**config.mk**
```make
export PLATFORM = sky130hd
export DESIGN_NAME = burst_sio
export DESIGN_NICKNAME = d
export VERILOG_FILES = /design/src/rtl/sio_burst_pkg.sv /design/src/rtl/sio_tick_gen.sv /design/src/rtl/sio_crc16.sv /design/src/rtl/sio_fall_det.sv /design/src/rtl/burst_sio.sv
export SDC_FILE = /design/constraint.sdc
export NUM_CORES = 1
export LEC_CHECK = 0
export ABC_AREA = 1
export BUFFER_PORTS_ARGS = -buffer_cell sky130_fd_sc_hd__buf_2
export CAP_MARGIN = 5
export CORE_ASPECT_RATIO = 1.75
export CORE_MARGIN = 5
export CORE_UTILIZATION = 61
export DETAILED_ROUTE_END_ITERATION = 10
export GPL_TIMING_DRIVEN = 0
export PLACE_DENSITY_LB_ADDON = 0.25
export SETUP_SLACK_MARGIN = 0.2
export SYNTH_ARGS = -nofsm -noshare
export SYNTH_HDL_FRONTEND = slang
export SYNTH_SLANG_ARGS = --single-unit
```
**constraint.sdc**
```tcl
create_clock -name clk -period 4.3 [get_ports clk]
set_clock_uncertainty 0.05 [all_clocks]
set_input_delay 0.86 -clock clk [delete_from_list [all_inputs] [get_ports clk]]
set_output_delay 0.86 -clock clk [all_outputs]
set_load 0.02 [all_outputs]
```
**src/rtl/sio_burst_pkg.sv**
```systemverilog
package sio_burst_pkg;
  typedef enum logic [1:0] {ST_IDLE, ST_LOAD, ST_SHIFT, ST_HOLD} sio_state_e;

  function automatic logic [7:0] bit_rev8(input logic [7:0] v);
    logic [7:0] r;
    for (int i = 0; i < 8; i++) r[i] = v[7-i];
    return r;
  endfunction

  function automatic logic [15:0] crc16_bit(input logic [15:0] c, input logic b,
                                            input logic [15:0] poly);
    logic fb;
    fb = c[15] ^ b;
    return {c[14:0], 1'b0} ^ (fb ? poly : 16'h0000);
  endfunction
endpackage

```
**src/rtl/sio_tick_gen.sv**
```systemverilog
module sio_tick_gen #(
  parameter int DIV_W = 8
) (
  input  logic             clk,
  input  logic             rst_n,
  input  logic             en,
  input  logic [DIV_W-1:0] div,
  output logic             tick
);
  logic [DIV_W-1:0] cnt;

  assign tick = en && (cnt == div);

  always_ff @(posedge clk or negedge rst_n) begin
    if (!rst_n)      cnt <= '0;
    else if (!en)    cnt <= '0;
    else if (tick)   cnt <= '0;
    else             cnt <= cnt + 1'b1;
  end

  p_half_gap_r5: assert property (@(posedge clk) disable iff (!rst_n)
    (tick && en && div != '0 && $stable(div)) |=> !tick);
endmodule

```
**src/rtl/sio_crc16.sv**
```systemverilog
module sio_crc16
  import sio_burst_pkg::*;
#(
  parameter logic [15:0] POLY = 16'h1021,
  parameter logic [15:0] INIT = 16'hFFFF
) (
  input  logic        clk,
  input  logic        rst_n,
  input  logic        init,
  input  logic        bit_en,
  input  logic        bit_in,
  output logic [15:0] crc
);
  always_ff @(posedge clk or negedge rst_n) begin
    if (!rst_n)      crc <= INIT;
    else if (init)   crc <= INIT;
    else if (bit_en) crc <= crc16_bit(crc, bit_in, POLY);
  end

  p_crc_preset_r6: assert property (@(posedge clk) disable iff (!rst_n)
    init |=> crc == INIT);
endmodule

```
**src/rtl/sio_fall_det.sv**
```systemverilog
module sio_fall_det #(
  parameter int SYNC = 2
) (
  input  logic clk,
  input  logic rst_n,
  input  logic sig,
  output logic fall
);
  logic [SYNC:0] sh;

  always_ff @(posedge clk or negedge rst_n) begin
    if (!rst_n) sh <= '1;
    else        sh <= {sh[SYNC-1:0], sig};
  end

  assign fall = sh[SYNC] && !sh[SYNC-1];
endmodule

```
**src/rtl/burst_sio.sv**
```systemverilog
module burst_sio
  import sio_burst_pkg::*;
#(
  parameter int LEN_W = 12,
  parameter int DIV_W = 8
) (
  input  logic             clk,
  input  logic             rst_n,
  input  logic [DIV_W-1:0] cfg_div,
  input  logic             cfg_cpol,
  input  logic             cfg_lsb_first,
  input  logic [LEN_W-1:0] cfg_len,
  input  logic             cfg_auto,
  input  logic             sw_start,
  input  logic             trig_n,
  input  logic             hold_req,
  output logic             byte_req,
  input  logic             byte_valid,
  input  logic [7:0]       byte_in,
  output logic [7:0]       rx_byte,
  output logic             rx_valid,
  output logic             sclk,
  output logic             sdo,
  input  logic             sdi,
  output logic             busy,
  output logic             held,
  output logic             done,
  output logic             end_flag,
  input  logic             end_clr,
  output logic [15:0]      crc
);
  localparam int BIT_W = 3;

  sio_state_e       state;
  logic [LEN_W-1:0] len_q, byte_cnt;
  logic [BIT_W-1:0] bit_cnt;
  logic             lead_q;
  logic [7:0]       tx_sh, rx_sh;
  logic             tick, trig_fall, start_evt, lead_evt, trail_evt, byte_end;
  logic [7:0]       rx_nxt;

  sio_fall_det #(.SYNC(2)) u_fall (
    .clk(clk), .rst_n(rst_n), .sig(trig_n), .fall(trig_fall));

  sio_tick_gen #(.DIV_W(DIV_W)) u_tick (
    .clk(clk), .rst_n(rst_n), .en(state == ST_SHIFT), .div(cfg_div), .tick(tick));

  assign start_evt = (state == ST_IDLE) && (sw_start || (cfg_auto && trig_fall));
  assign lead_evt  = tick && !lead_q;
  assign trail_evt = tick && lead_q;
  assign byte_end  = trail_evt && (bit_cnt == BIT_W'(7));
  assign rx_nxt    = {rx_sh[6:0], sdi};

  sio_crc16 #(.POLY(16'h1021), .INIT(16'hFFFF)) u_crc (
    .clk(clk), .rst_n(rst_n), .init(start_evt), .bit_en(lead_evt),
    .bit_in(tx_sh[7]), .crc(crc));

  assign sclk     = cfg_cpol ^ lead_q;
  assign byte_req = (state == ST_LOAD);
  assign busy     = (state != ST_IDLE);
  assign held     = (state == ST_HOLD);

  always_ff @(posedge clk or negedge rst_n) begin
    if (!rst_n) begin
      state    <= ST_IDLE;
      len_q    <= '0;
      byte_cnt <= '0;
      bit_cnt  <= '0;
      lead_q   <= 1'b0;
      tx_sh    <= '0;
      rx_sh    <= '0;
      rx_byte  <= '0;
      rx_valid <= 1'b0;
      sdo      <= 1'b0;
      done     <= 1'b0;
    end else begin
      rx_valid <= 1'b0;
      done     <= 1'b0;
      case (state)
        ST_IDLE: if (start_evt) begin
          state    <= ST_LOAD;
          len_q    <= cfg_len;
          byte_cnt <= '0;
        end
        ST_LOAD: if (byte_valid) begin
          tx_sh   <= cfg_lsb_first ? bit_rev8(byte_in) : byte_in;
          bit_cnt <= '0;
          lead_q  <= 1'b0;
          state   <= ST_SHIFT;
        end
        ST_SHIFT: begin
          if (lead_evt) begin
            lead_q <= 1'b1;
            sdo    <= tx_sh[7];
          end
          if (trail_evt) begin
            lead_q  <= 1'b0;
            rx_sh   <= rx_nxt;
            tx_sh   <= {tx_sh[6:0], 1'b0};
            bit_cnt <= bit_cnt + 1'b1;
          end
          if (byte_end) begin
            rx_valid <= 1'b1;
            rx_byte  <= cfg_lsb_first ? bit_rev8(rx_nxt) : rx_nxt;
            if (byte_cnt == len_q) begin
              done  <= 1'b1;
              state <= ST_IDLE;
            end else begin
              byte_cnt <= byte_cnt + 1'b1;
              state    <= hold_req ? ST_HOLD : ST_LOAD;
            end
          end
        end
        ST_HOLD: if (!hold_req) state <= ST_LOAD;
        default: state <= ST_IDLE;
      endcase
    end
  end

  always_ff @(posedge clk or negedge rst_n) begin
    if (!rst_n)       end_flag <= 1'b0;
    else if (done)    end_flag <= 1'b1;
    else if (end_clr) end_flag <= 1'b0;
  end

  p_done_pulse_r9: assert property (@(posedge clk) disable iff (!rst_n)
    done |=> !done);
  p_end_sticky_r9: assert property (@(posedge clk) disable iff (!rst_n)
    (end_flag && !end_clr) |=> end_flag);
  p_hold_quiet_r7: assert property (@(posedge clk) disable iff (!rst_n)
    (held && $past(held)) |-> ($stable(sclk) && sclk == cfg_cpol));
  p_wait_quiet_r10: assert property (@(posedge clk) disable iff (!rst_n)
    (byte_req && $past(byte_req) && $stable(cfg_cpol)) |-> $stable(sclk));
  p_len_bound_r2: assert property (@(posedge clk) disable iff (!rst_n)
    busy |-> byte_cnt <= len_q);
endmodule

```
# Word-level counts from Yosys, hierarchy flattened
# Cells that the tools add are included.
# Widths: inputs -> output; s select.
dict set report op_classes {
  addsub 3
  n_mul 0
  div_mod_pow 0
  n_lt_le_gt_ge 0
  n_eq_ne 13
  shifts 0
  muxes 35
  bitwise_logic 3
  reduce_logical 24
}
# op count
set op_table {}
lappend op_table {{$mux 8} 6}
lappend op_table {{$mux 12} 3}
lappend op_table {{$mux 16} 2}
lappend op_table {{$pmux 12 s2} 1}
lappend op_table {{$pmux 8 s2} 1}
lappend op_table {{$xor 16x16->16} 1}
lappend op_table {{$mux 13} 1}
lappend op_table {{$add 12x1->12 const B} 1}
lappend op_table {{$eq 12x12->1} 1}
lappend op_table {{$mux 2} 6}
lappend op_table {{$mux 1} 10}
lappend op_table {{$ne 2x2->1 const B} 5}
lappend op_table {{$reduce_bool 2->1} 5}
lappend op_table {{$add 8x1->8 const B} 1}
lappend op_table {{$eq 8x8->1} 1}
lappend op_table {{$pmux 2 s4} 1}
lappend op_table {{$reduce_and 2->1} 4}
lappend op_table {{$reduce_and 4->1} 2}
lappend op_table {{$logic_and 1x1->1} 7}
lappend op_table {{$mux 3} 2}
lappend op_table {{$pmux 3 s2} 1}
lappend op_table {{$reduce_and 3->1} 2}
lappend op_table {{$eq 2x2->1 const B} 2}
lappend op_table {{$add 3x1->3 const B} 1}
lappend op_table {{9 further kinds} 11}
dict set report word_totals {
  reg_bits 84
  latchBits 0
  ramBits 0
  mem_bits_ro 0
  output_inout_bits 32
  elab_cells 93
  memories 0
}

# Logic depth before layout (Yosys ltp)
dict set report depth {
  depth_word 7
  depth_mapped 13
  depth_no_buf 12
}

# Modules after synthesis
# Synthesis repeated with hierarchy kept, for this count alone.
dict set report unflattened {
  hier_cells 538
  hier_area_um2 4347.9
}
# mod n_inst cells_each area_per_inst_um2
set by_module_without_submodules {}
lappend by_module_without_submodules {burst_sio 1 395 3000.4}
lappend by_module_without_submodules {sio_crc16 1 67 744.5}
lappend by_module_without_submodules {sio_tick_gen 1 71 514.2}
lappend by_module_without_submodules {sio_fall_det 1 5 88.8}

# Worst setup path after synthesis
# No wires, ideal clock.
dict set report synth_path {
  path_kind {input port to output port}
  start {input port cfg_cpol}
  end {output port sclk}
  t_arrival_ns 1.209
  path_slack_ns 2.181
  cell_stages 1
  n_path_buf 0
  path_cell_list {xor2_1}
}
dict set report synth_between {
  elab_chain_len 1
}
# element line_no
set synth_lines {}
lappend synth_lines {{from (decl)} burst_sio.sv:10} ;# input logic cfg_cpol,
lappend synth_lines {{$xor 1x1->1} burst_sio.sv:58} ;# assign sclk = cfg_cpol ^ lead_q;
lappend synth_lines {{to (decl)} burst_sio.sv:22} ;# output logic sclk,
# No other way between the ends.

# Worst setup path in the final report
dict set report layout_path {
  start {register state[0]}
  end {output port busy}
}
dict set report layout_between {
  elab_chain_len 1
}
# element line_no
set layout_lines {}
lappend layout_lines {{from (decl)} burst_sio.sv:34} ;# sio_state_e state;
lappend layout_lines {{from (signal assigned)} burst_sio.sv:110} ;# state <= hold_req ? ST_HOLD : ST_LOAD;
lappend layout_lines {{$reduce_bool 2->1} burst_sio.sv:60} ;# assign busy = (state != ST_IDLE);
lappend layout_lines {{to (decl)} burst_sio.sv:25} ;# output logic busy,
# No other way between the ends.

==> results by group <==
CTS
  – Clock Path Buffers: 2
  – Total CTS buffers: 9
  – TritonCTS clock tree: done
  – Clk slew on worst S/H paths: 0.06 ns
  – Clock latency on the worst-skew pair: 0.33 ns
  – Clock sink count: 84
  – CTS root buf: clkbuf_16
  – Post-CTS Setup Inserts: 0
  – H-tree depth: 3
  – Post-CTS resize count: 0
  – Cts hold-fix bufs: 0

Final layout
  – Nets: between 600 and 700
  – Area occupied by multi-input gates: 2000 µm²
  – Layout cells sized above 1: 19.6%
  – Ant diodes: 0
  – Register Area: roughly 2100 µm²
  – Area growth from synthesis to layout: 17.5%
  – Fillcell total: 563
  – Post-layout util: 72.7%

Route
  – DRT iter0 DRCs: 241
  – Routed wire length: 10300 µm
  – Final ANT Viol Nets: 0
  – Vias per cell: ~5.4
  – Drt drc: 0
  – Wire per inst: 13.9 µm
  – Vias: between 3000 and 4000
  – Drt pass-1 iters: 4

Pwr
  – Sequential share of power: 38.7%
  – Clock group share of total power: between 20% and 30%
  – Total power: 0.00296 W
  – Sw Ratio: 38.0%
  – PwrDens: about 570 nW/µm²
  – Lkg Pwr: 2.66 nW
  – Combinational fraction of design power: a little over a third
  – Maximum VDD drop: 0.290 mV
  – Pint: 0.00184 W
  – Psw: between 0.001 and 0.0015 W

STA
  – Final Hold Fails: 0
  – Achievable Freq: 0.452 GHz
  – # setup viols final: 0
  – TNS Setup: 0 ns
  – Post-route setup slack: 2.09 ns
  – Final min period: roughly 2.2 ns
  – Final Slew Violations: 0
  – Slew headroom: 64.6%
  – Tcrit/Tclk final: 51.4%
  – RSZ-0062 raised after global routing: no
  – Worst slew pin tran: 0.528 ns

Floorplanning
  – Initial Util: about three fifths
  – Die Ht: 123 µm
  – Rows: about 40
  – Core area: 7130 µm²
  – Die ar.: slightly above 9000 µm²
  – Die Width: between 70 and 80 µm
  – I/O pin count: 71

Place
  – IO buf count: 70
  – Gpl congestion: 0.918
  – Hpwl dp: 7770 µm
  – Place WS: 1.89 ns

Global routing
  – Gr ovfl total: 0
  – Antenna violations before repair: 0
  – First-pass GRT wire length: approximately 18000 µm
  – Largest net degree at the start of global routing: just over 50
  – Number of global-route vias before repair: ~4000
  – Overall routing resource usage: 25.2%

Run status
  – Status: completed

Yosys
  – Share of the synthesized area in the top cell type: 36.8%
  – Post-synthesis cell count: 566
  – FF+latch count, synth: 84
  – Post-synth EDFFs: 0
  – Post-synth net total: 613
  – Synth cell types: 32
  – Number of synthesis warnings: 0
  – Largest area contributor in the netlist: dfrtp_1
  – Share of flip-flops with an asynchronous set or reset: 100%
  – Synth top area cells: dfrtp_1 (37%), nand2_1 (17%), dfstp_2 (11%)
  – Predominant post-synthesis flop cell: dfrtp_1
  – Synth cell count leaders: nand2_1 (202), dfrtp_1 (65), inv_1 (47), nor2_1 (43), o21ai_0 (40)
  – Seq/Total Area, Yosys: 48.1%
  – Mapped Area: 4420 µm²
  – Syn Area/Cell: 7.80 µm²
  – Most numerous cell in the Yosys netlist: nand2_1

Setup path
  – Worst Path Max Fanout: 4
  – CP required: around 3.4 ns
  – Startpoint Class: register
  – Critical Path AT: between 1 and 1.5 ns
  – Kind of end point of the critical path: primary output
  – Setup CP Type: reg -> out

Run
  – Total of max-cap violations: 0

Hold path
  – Hold Crit Class: reg -> reg
[placed cells by master (no fill, tap or decap), drive strengths merged]
cell    synthesis  layout
inv            49      49
nand3b          1       1
o21ai          58      58
dfstp          19      19
a21oi          13      13
and2            1       1
xor2            4       4
xnor2          16      16
clkbuf         12      27
o21bai          1       1
clkinv          2       3
nand3          29      29
nand4          15      15
a31o            2       2
ha              8       8
a31oi           1       1
buf             8      79
nor3           10      10
nand2         206     206
nor2           43      43
dfrtp          65      65
o21a            3       3
[power by group through the flow]
stage / clock [W] / combinational [W] / sequential [W]
after floorplan: 0 / 0.000718 / 0.00121
after global placement: 0 / 0.00104 / 0.00115
after detailed placement: 0 / 0.00108 / 0.00116
after CTS: 0.000745 / 0.00109 / 0.00115
after global routing: 0.000781 / 0.00121 / 0.00117
final: 0.000736 / 0.00108 / 0.00115
[flip-flops by register name, summed over array words and instances (netlist names), 2 cells and up]
register / flops
u_crc.crc: 16
byte_cnt: 12
len_q: 12
rx_byte: 8
tx_sh: 8
u_tick.cnt: 8
rx_sh: 7
bit_cnt: 3
u_fall.sh: 3
state: 2
[worst paths after layout]
| kind | from | to | slack [ns] | depth (start not counted) |
|---|---|---|---|---|
| setup / recovery | state[0]$_DFFE_PN0P_ | busy | 2.09 | 4 |
| hold / removal | u_fall.sh[0]$_DFF_PN1_ | u_fall.sh[1]$_DFF_PN1_ | 0.31 | 0 |
| setup reg to reg | state[0]$_DFFE_PN0P_ | byte_cnt[1]$_DFFE_PN0P_ | 2.12 | 13 |
| hold reg to reg | u_fall.sh[0]$_DFF_PN1_ | u_fall.sh[1]$_DFF_PN1_ | 0.31 | 0 |
| max in group asynchronous | rst_n | u_fall.sh[1]$_DFF_PN1_ | 3.14 | 2 |
| min in group asynchronous | rst_n | u_tick.cnt[4]$_DFF_PN0_ | 0.43 | 1 |
[logic make-up (layout without fill, tap and decap cells)]
logic type | Yosys count | count (layout) | synth area share (%)
flops | 84 | 84 | 48.1
compound gates | 78 | 78 | 10.0
simple gates | 305 | 305 | 29.0
fa+ha+maj | 8 | 8 | 2.27
xor+xnor | 20 | 20 | 3.97
buf+inv | 71 | 158 | 6.57
[final cells by class]
cell class | count | share of cell area (%)
flip-flops and latches | 84 | 41.0
multi-input cells | 411 | 38.5
repair buffers | 71 | 7.33
clock buffers | 15 | 5.38
inverters | 51 | 3.69
well taps | 86 | 2.07
plain buffers | 20 | 1.91
clock inverters | 1 | 0.0965
[metal layers]
layer / wire (µm) / global-route usage (%) / vias to the layer above
li1: - / - / 1978
met1: 4030 / 29.5 / 1882
met2: 5560 / 44.2 / 92
met3: 469 / 4.59 / 15
met4: 221 / 10.8 / 0
met5: 0 / 0 / -
[worst max-delay path, cell delays in order (launching register included)]
cell	delay [ns]
dfrtp_1	0.40
inv_1	0.08
ha_1	0.23
inv_1	0.09
buf_2	0.17
[per-stage QoR]
| step | cells | hold WS, ns | area [µm²] |
|---|---|---|---|
| 2_1_floorplan | 566 | 0.295 | 4420 |
| 3_3_place_gp | 722 | 0.296 | 4870 |
| 3_5_place_dp | 723 | 0.298 | 4900 |
| 4_1_cts | 739 | 0.308 | 5190 |
| 5_1_grt | 739 | 0.313 | 5190 |
| 6_report | 739 | 0.308 | 5190 |
Note: power is estimated with default switching activity, not from simulation.
